File: src/rtl/burst_col_pkg.sv
package burst_col_pkg;
  typedef enum logic [2:0] {
    LEN_1    = 3'b000,
    LEN_2    = 3'b001,
    LEN_4    = 3'b010,
    LEN_8    = 3'b011,
    LEN_PAGE = 3'b111
  } len_code_e;

  localparam int MODE_W   = 4;
  localparam int ORDER_BIT = 3;
endpackage

File: src/rtl/burst_mode_decode.sv
module burst_mode_decode
  import burst_col_pkg::*;
#(
  parameter int COL_W = 8
) (
  input  logic [MODE_W-1:0] mode_i,
  output logic [COL_W-1:0]  mask_o,
  output logic              page_o,
  output logic              inter_o,
  output logic              err_o
);
  logic [2:0] code;
  logic       order;

  assign code  = mode_i[2:0];
  assign order = mode_i[ORDER_BIT];

  always_comb begin
    mask_o  = '0;
    page_o  = 1'b0;
    inter_o = order;
    err_o   = 1'b0;
    case (code)
      LEN_1:    mask_o = '0;
      LEN_2:    mask_o = COL_W'(1);
      LEN_4:    mask_o = COL_W'(3);
      LEN_8:    mask_o = COL_W'(7);
      LEN_PAGE: begin
        if (order) begin
          err_o   = 1'b1;
          inter_o = 1'b0;
        end else begin
          mask_o = '1;
          page_o = 1'b1;
        end
      end
      default: begin
        err_o   = 1'b1;
        inter_o = 1'b0;
      end
    endcase
  end
endmodule

File: src/rtl/burst_addr_calc.sv
module burst_addr_calc #(
  parameter int COL_W = 8
) (
  input  logic [COL_W-1:0] base_i,
  input  logic [COL_W-1:0] cnt_i,
  input  logic [COL_W-1:0] mask_i,
  input  logic             inter_i,
  output logic [COL_W-1:0] col_o
);
  logic [COL_W-1:0] seq_off;
  logic [COL_W-1:0] xor_off;
  logic [COL_W-1:0] off;

  assign seq_off = base_i + cnt_i;
  assign xor_off = base_i ^ cnt_i;
  assign off     = inter_i ? xor_off : seq_off;

  for (genvar b = 0; b < COL_W; b++) begin : g_bit
    assign col_o[b] = mask_i[b] ? off[b] : base_i[b];
  end
endmodule

File: src/rtl/burst_seq_ctrl.sv
module burst_seq_ctrl #(
  parameter int COL_W = 8
) (
  input  logic             clk,
  input  logic             rst_n,
  input  logic             start_i,
  input  logic             term_i,
  input  logic [COL_W-1:0] col_i,
  input  logic [COL_W-1:0] mask_i,
  input  logic             page_i,
  input  logic             inter_i,
  input  logic             err_i,
  output logic [COL_W-1:0] base_q,
  output logic [COL_W-1:0] cnt_q,
  output logic [COL_W-1:0] mask_q,
  output logic             page_q,
  output logic             inter_q,
  output logic             err_q,
  output logic             active_q,
  output logic             final_o
);
  logic [COL_W-1:0] base_d, cnt_d, mask_d;
  logic             page_d, inter_d, err_d, active_d;
  logic             load_en, step_en;

  assign final_o = active_q && !page_q && (cnt_q == mask_q);
  assign load_en = start_i;
  assign step_en = active_q && !start_i;

  always_comb begin
    base_d   = base_q;
    cnt_d    = cnt_q;
    mask_d   = mask_q;
    page_d   = page_q;
    inter_d  = inter_q;
    err_d    = err_q;
    active_d = active_q;
    if (load_en) begin
      base_d   = col_i;
      cnt_d    = '0;
      mask_d   = mask_i;
      page_d   = page_i;
      inter_d  = inter_i;
      err_d    = err_i;
      active_d = 1'b1;
    end else if (step_en) begin
      if (term_i || final_o) begin
        active_d = 1'b0;
      end else begin
        cnt_d = cnt_q + COL_W'(1);
      end
    end
  end

  always_ff @(posedge clk or negedge rst_n) begin
    if (!rst_n) begin
      base_q   <= '0;
      cnt_q    <= '0;
      mask_q   <= '0;
      page_q   <= 1'b0;
      inter_q  <= 1'b0;
      err_q    <= 1'b0;
      active_q <= 1'b0;
    end else begin
      base_q   <= base_d;
      cnt_q    <= cnt_d;
      mask_q   <= mask_d;
      page_q   <= page_d;
      inter_q  <= inter_d;
      err_q    <= err_d;
      active_q <= active_d;
    end
  end

  AST_START_ACTIVATES: assert property (@(posedge clk) disable iff (!rst_n)
    start_i |=> active_q && cnt_q == '0);
  AST_TERM_ENDS: assert property (@(posedge clk) disable iff (!rst_n)
    active_q && term_i && !start_i |=> !active_q);
  AST_IDLE_TERM: assert property (@(posedge clk) disable iff (!rst_n)
    !active_q && !start_i |=> !active_q);
  AST_RESTART: assert property (@(posedge clk) disable iff (!rst_n)
    active_q && start_i |=> active_q && cnt_q == '0);
endmodule

File: src/rtl/burst_col_gen.sv
module burst_col_gen
  import burst_col_pkg::*;
#(
  parameter int COL_W = 8
) (
  input  logic              clk,
  input  logic              rst_n,
  input  logic              start_i,
  input  logic [COL_W-1:0]  start_col_i,
  input  logic [MODE_W-1:0] mode_i,
  input  logic              term_i,
  output logic [COL_W-1:0]  col_o,
  output logic              valid_o,
  output logic              last_o,
  output logic              mode_err_o
);
  logic [COL_W-1:0] dec_mask, base_q, cnt_q, mask_q;
  logic             dec_page, dec_inter, dec_err;
  logic             page_q, inter_q, err_q, active_q, final_beat;

  burst_mode_decode #(.COL_W(COL_W)) u_dec (
    .mode_i  (mode_i),
    .mask_o  (dec_mask),
    .page_o  (dec_page),
    .inter_o (dec_inter),
    .err_o   (dec_err)
  );

  burst_seq_ctrl #(.COL_W(COL_W)) u_ctrl (
    .clk      (clk),
    .rst_n    (rst_n),
    .start_i  (start_i),
    .term_i   (term_i),
    .col_i    (start_col_i),
    .mask_i   (dec_mask),
    .page_i   (dec_page),
    .inter_i  (dec_inter),
    .err_i    (dec_err),
    .base_q   (base_q),
    .cnt_q    (cnt_q),
    .mask_q   (mask_q),
    .page_q   (page_q),
    .inter_q  (inter_q),
    .err_q    (err_q),
    .active_q (active_q),
    .final_o  (final_beat)
  );

  burst_addr_calc #(.COL_W(COL_W)) u_addr (
    .base_i  (base_q),
    .cnt_i   (cnt_q),
    .mask_i  (mask_q),
    .inter_i (inter_q),
    .col_o   (col_o)
  );

  assign valid_o    = active_q;
  assign last_o     = final_beat;
  assign mode_err_o = active_q && err_q;

  AST_LAST_VALID: assert property (@(posedge clk) disable iff (!rst_n)
    last_o |-> valid_o);
  AST_LAST_ENDS: assert property (@(posedge clk) disable iff (!rst_n)
    last_o && !start_i |=> !valid_o);
  AST_ERR_SINGLE: assert property (@(posedge clk) disable iff (!rst_n)
    mode_err_o |-> last_o);
  AST_BLOCK_HOLD: assert property (@(posedge clk) disable iff (!rst_n)
    valid_o && !start_i && !last_o && !term_i && !page_q |=>
      ((col_o & ~mask_q) == $past(col_o & ~mask_q)));
  AST_PAGE_NO_LAST: assert property (@(posedge clk) disable iff (!rst_n)
    valid_o && page_q |-> !last_o);
endmodule

File: config.mk
export PLATFORM = sky130hd
export DESIGN_NAME = burst_col_gen
export DESIGN_NICKNAME = d
export VERILOG_FILES = /design/src/rtl/burst_col_pkg.sv /design/src/rtl/burst_mode_decode.sv /design/src/rtl/burst_addr_calc.sv /design/src/rtl/burst_seq_ctrl.sv /design/src/rtl/burst_col_gen.sv
export SDC_FILE = /design/constraint.sdc
export NUM_CORES = 1
export LEC_CHECK = 0
export BUFFER_PORTS_ARGS = -buffer_cell sky130_fd_sc_hd__buf_2
export CELL_PAD_IN_SITES_DETAIL_PLACEMENT = 1
export CELL_PAD_IN_SITES_GLOBAL_PLACEMENT = 1
export CORE_MARGIN = 5
export CORE_UTILIZATION = 44
export CTS_BUF_LIST = sky130_fd_sc_hd__clkbuf_4 sky130_fd_sc_hd__clkbuf_8
export CTS_CLUSTER_SIZE = 20
export DETAILED_ROUTE_END_ITERATION = 10
export PLACE_DENSITY = 0.84
export SETUP_SLACK_MARGIN = 0.3
export SYNTH_ARGS = -nofsm -noshare
export SYNTH_HDL_FRONTEND = slang
export SYNTH_SLANG_ARGS = --single-unit
File: constraint.sdc
create_clock -name clk -period 1.98 [get_ports clk]
set_input_delay 0.099 -clock clk [delete_from_list [all_inputs] [get_ports clk]]
set_output_delay 0.099 -clock clk [all_outputs]
set_load 0.02 [all_outputs]
==> run summary <==
The number of instances in the synthesized netlist was 153; the arithmetic-cell share of the synthesized area counting full adders, half adders and majority gates was 0.0797. The initial detailed-routing violation count is 123, and the mux contribution to synthesized area is 0.110. The proportion of layout cells with a drive suffix above 1 was 0.495. Combinational family with the most area after synthesis: simple AND/OR/NAND/NOR gates. The sequential fraction of the synthesis area is 0.382. TritonCTS built the clock tree. The power density normalized to cell area works out to 574 nW/um2.

The flip-flop cell with the highest count after synthesis is dfrtp_1. The fraction of power consumed by sequential logic is 0.410, and the xor-xnor portion of the synthesized cell area is 0.0698. The post-route setup TNS came out at -2760 ps.

Setup repair after global routing could not meet its margin everywhere. The standard cell area after detailed placement is 1820 um2, and the final design utilization is 0.693. STA classifies the critical path startpoint as a flop.

STA classifies the critical path endpoint as a primary output. After detailed routing, the number of vias per cell comes to 5.75. The tools report the buffer type at the clock tree root as clkbuf_4. The simple-gate area share of the yosys netlist is 0.173, and the insertion delay to the later sink of the worst-skew pair is 330 ps. The tools report the number of nets at the end of the flow as 240.

Area growth from synthesis to layout: 53.4%. The run gives 0 as the max-capacitance violation count. The starting density of the core came out at 0.451. The floorplan step defined a die boundary enclosing 4690 um2.

The clock drives 23 sinks. The combinational group share of total power was 0.404. In the layout the commonest cells are buf_4 (23), dfrtp_1 (22), buf_2 (18), nor2_1 (15), buf_6 (13). The cell row count is 21, and the number of iterations in the first detailed-routing pass is 4. Critical path required time: 1880 ps. The critical-path maximum fanout was 2; the max-slew violation count was 0. The final worst clock skew came out at 12.2 ps.

The smallest clock period supported by the final layout is computed as 2440 ps. The run gives 0 as the overflow left after global routing. The number of antenna violations at the first check in global routing came out at 0. Counting flops and latches in the post-synthesis netlist gives 23. The tools report the number of failing hold endpoints at the final stage as 0. After synthesis the cells add up to 1510 um2. Headroom to the max-slew limit: 0.598. The critical path goes through ha_4 > a211oi_4 > o32ai_4 > a31oi_2 > mux2i_2 > xor2_2 > buf_6. For the final worst slack, the log shows -457 ps.

In this run, distinct cell masters in the synthesized netlist total 45. All-layer global routing usage: 0.245. The switching share of power is 0.353. Setup slack on the worst reg-to-reg path comes out at -180 ps. Internal power comes to 0.859 mW.

The total number of vias was 1,494; the number of enable-type register cells in the synthesized netlist was 0. The congestion estimate from routability-driven global placement came to 0.830. The hold slack came out at 56.3 ps.

In this run the mean area of a mapped cell was 9.85 um2. The run gives 2 as the worst-case clock buffer depth. The critical path in this run is classified as flop to primary output.

The run gives 27 as the number of top-level pins. For the number of H-tree levels, the log shows 1. For the count of nets left with antenna violations after detail routing, the log shows 0.

The peak clock frequency supported by timing was 0.410 GHz; the slew at the pin closest to its max-slew limit was 603 ps. 0 antenna diodes ended up in the layout. Summed over all nets, the half-perimeter wirelength after detailed placement is 3270 um.

Port buffering added 26 buffers. The filler cells instantiated in the layout total 354. The run gives 14 as the number of failing setup endpoints in the final timing report.

The async set or reset register ratio after synthesis works out to 1.00. The leading cell type in the layout, fill and taps excluded was buf_4. The run gives 8170 um as the first-pass GRT wire length. The class of the tightest hold or removal check was input port to flop.

In the routed design, unresolved DRC markers number 0. For the via count of the first global-routing pass, the log shows 1,641. Wires add up to 6260 um. The number of buffers and inverters on the critical path is 1, and the pre-CTS setup slack is -72.7 ps.

Yosys printed 0 warnings. The fraction of the mapped netlist area in compound gates was 0.150. The flow ran to the end, but the final reports show violations. The largest stage delay on the critical path is 440 ps, and the y dimension of the die is 68.5 um.

The tools report the arrival time reported for the critical path endpoint as 2340 ps. The area of the core was 3340 um2; the pin count of the biggest net entering global routing was 29. Critical path's top delay family: compound AO/OA/AOI/OAI gates. For this design the static power due to leakage is 1.00 nW. After clock tree synthesis, the clock-pin slew on the worst setup and hold paths is 140 ps. The switching power of the nets is 0.468 mW, and the share of the clock period used by the worst path after layout is 1.23. Fraction of power consumed by the clock network: 0.186.

The final reports fail on negative setup slack. Across the VDD grid, the largest voltage drop is 0.363 mV. Slowest cell on the critical path: dfrtp_1.

Synthesis produced a netlist with a net count of 178. The routed wire length per instance was 24.1 um. The floorplan step set the die width to 68.5 um. The cell area after layout is 2310 um2. The number of CTS-inserted buffers was 3.
## what timing repair did
item,in CTS,in global routing
pin swaps,15,12
hold endpoints to repair,23,7
setup buffers,10,5
hold buffers,1,7
setup endpoints to repair,13,17
resized for setup,33,24
## synthesized netlist by cell type (all sizes together) (2+ instances only)
cell | number | area (um2)
dfrtp | 23 | 576
nor2 | 19 | 73.8
mux2 | 13 | 146
a21oi | 11 | 55.1
nand2 | 10 | 37.5
ha | 8 | 100
inv | 7 | 26.3
xnor2 | 6 | 52.6
xor2 | 6 | 52.6
o21ai | 5 | 25.0
buf | 3 | 20.0
nand2b | 3 | 18.8
nand3 | 3 | 15.0
nor2b | 3 | 18.8
a211oi | 2 | 15.0
a31oi | 2 | 27.5
and3 | 2 | 13.8
clkbuf | 2 | 7.51
mux2i | 2 | 20.0
nand3b | 2 | 15.0
nand4 | 2 | 12.5
o22ai | 2 | 12.5
o32ai | 2 | 25.0
## final cells by class
class	instances	area (um2)	area share
flip-flops and latches	23	577	0.250
repair buffers	62	489	0.212
multi-input cells	118	1130	0.489
well taps	46	57.6	0.0249
inverters	7	26.3	0.0114
clock buffers	4	30.0	0.0130
## power by group through the flow
stage	Sequential, mW	Combinational (mW)	Clock (mW)
after floorplan	0.543	0.216	0
after global placement	0.541	0.325	0
final	0.544	0.536	0.247
after global routing	0.549	0.562	0.276
after detailed placement	0.545	0.346	0
after CTS	0.538	0.442	0.243
## sequential cells by signal (all words and copies together) (netlist names)
| register | flops |
|---|---|
| u_ctrl.err_q | 1 |
| u_ctrl.mask_q | 3 |
| u_ctrl.inter_q | 1 |
| u_ctrl.active_q | 1 |
| u_ctrl.cnt_q | 8 |
| u_ctrl.base_q | 8 |
| u_ctrl.page_q | 1 |
## metrics by stage
step	power, mW	instances
floorplan	0.759	153
global placement	0.866	233
detailed placement	0.891	233
CTS	1.22	248
global route	1.39	260
finish	1.33	260
## worst paths after layout
check                                  from               end  depth (start not counted)
setup / recovery           u_ctrl.base_q[1]          col_o[7]                          7
hold / removal               start_col_i[0]  u_ctrl.base_q[0]                          2
setup reg to reg            u_ctrl.cnt_q[0]   u_ctrl.cnt_q[6]                         10
hold reg to reg            u_ctrl.base_q[3]  u_ctrl.base_q[3]                          1
max in group asynchronous             rst_n   u_ctrl.cnt_q[1]                          2
min in group asynchronous             rst_n   u_ctrl.cnt_q[2]                          2
## per-layer routing
| metal | vias up | track usage | wire (um) |
|---|---|---|---|
| met5 | - | 0 | 0 |
| met4 | 0 | 0.127 | 257 |
| met3 | 24 | 0.0454 | 240 |
| met2 | 58 | 0.451 | 3300 |
| met1 | 752 | 0.262 | 2460 |
| li1 | 660 | - | - |
## kinds of logic after synthesis
logic type	count (synthesis)
multiplexers	15
XOR/XNOR	12
adder cells (fa/ha/maj)	9
AO/OA/AOI/OAI	32
flip-flops	23
AND/OR/NAND/NOR	50
buffers and inverters	12
No activity file was read; power rests on OpenSTA's default activity.
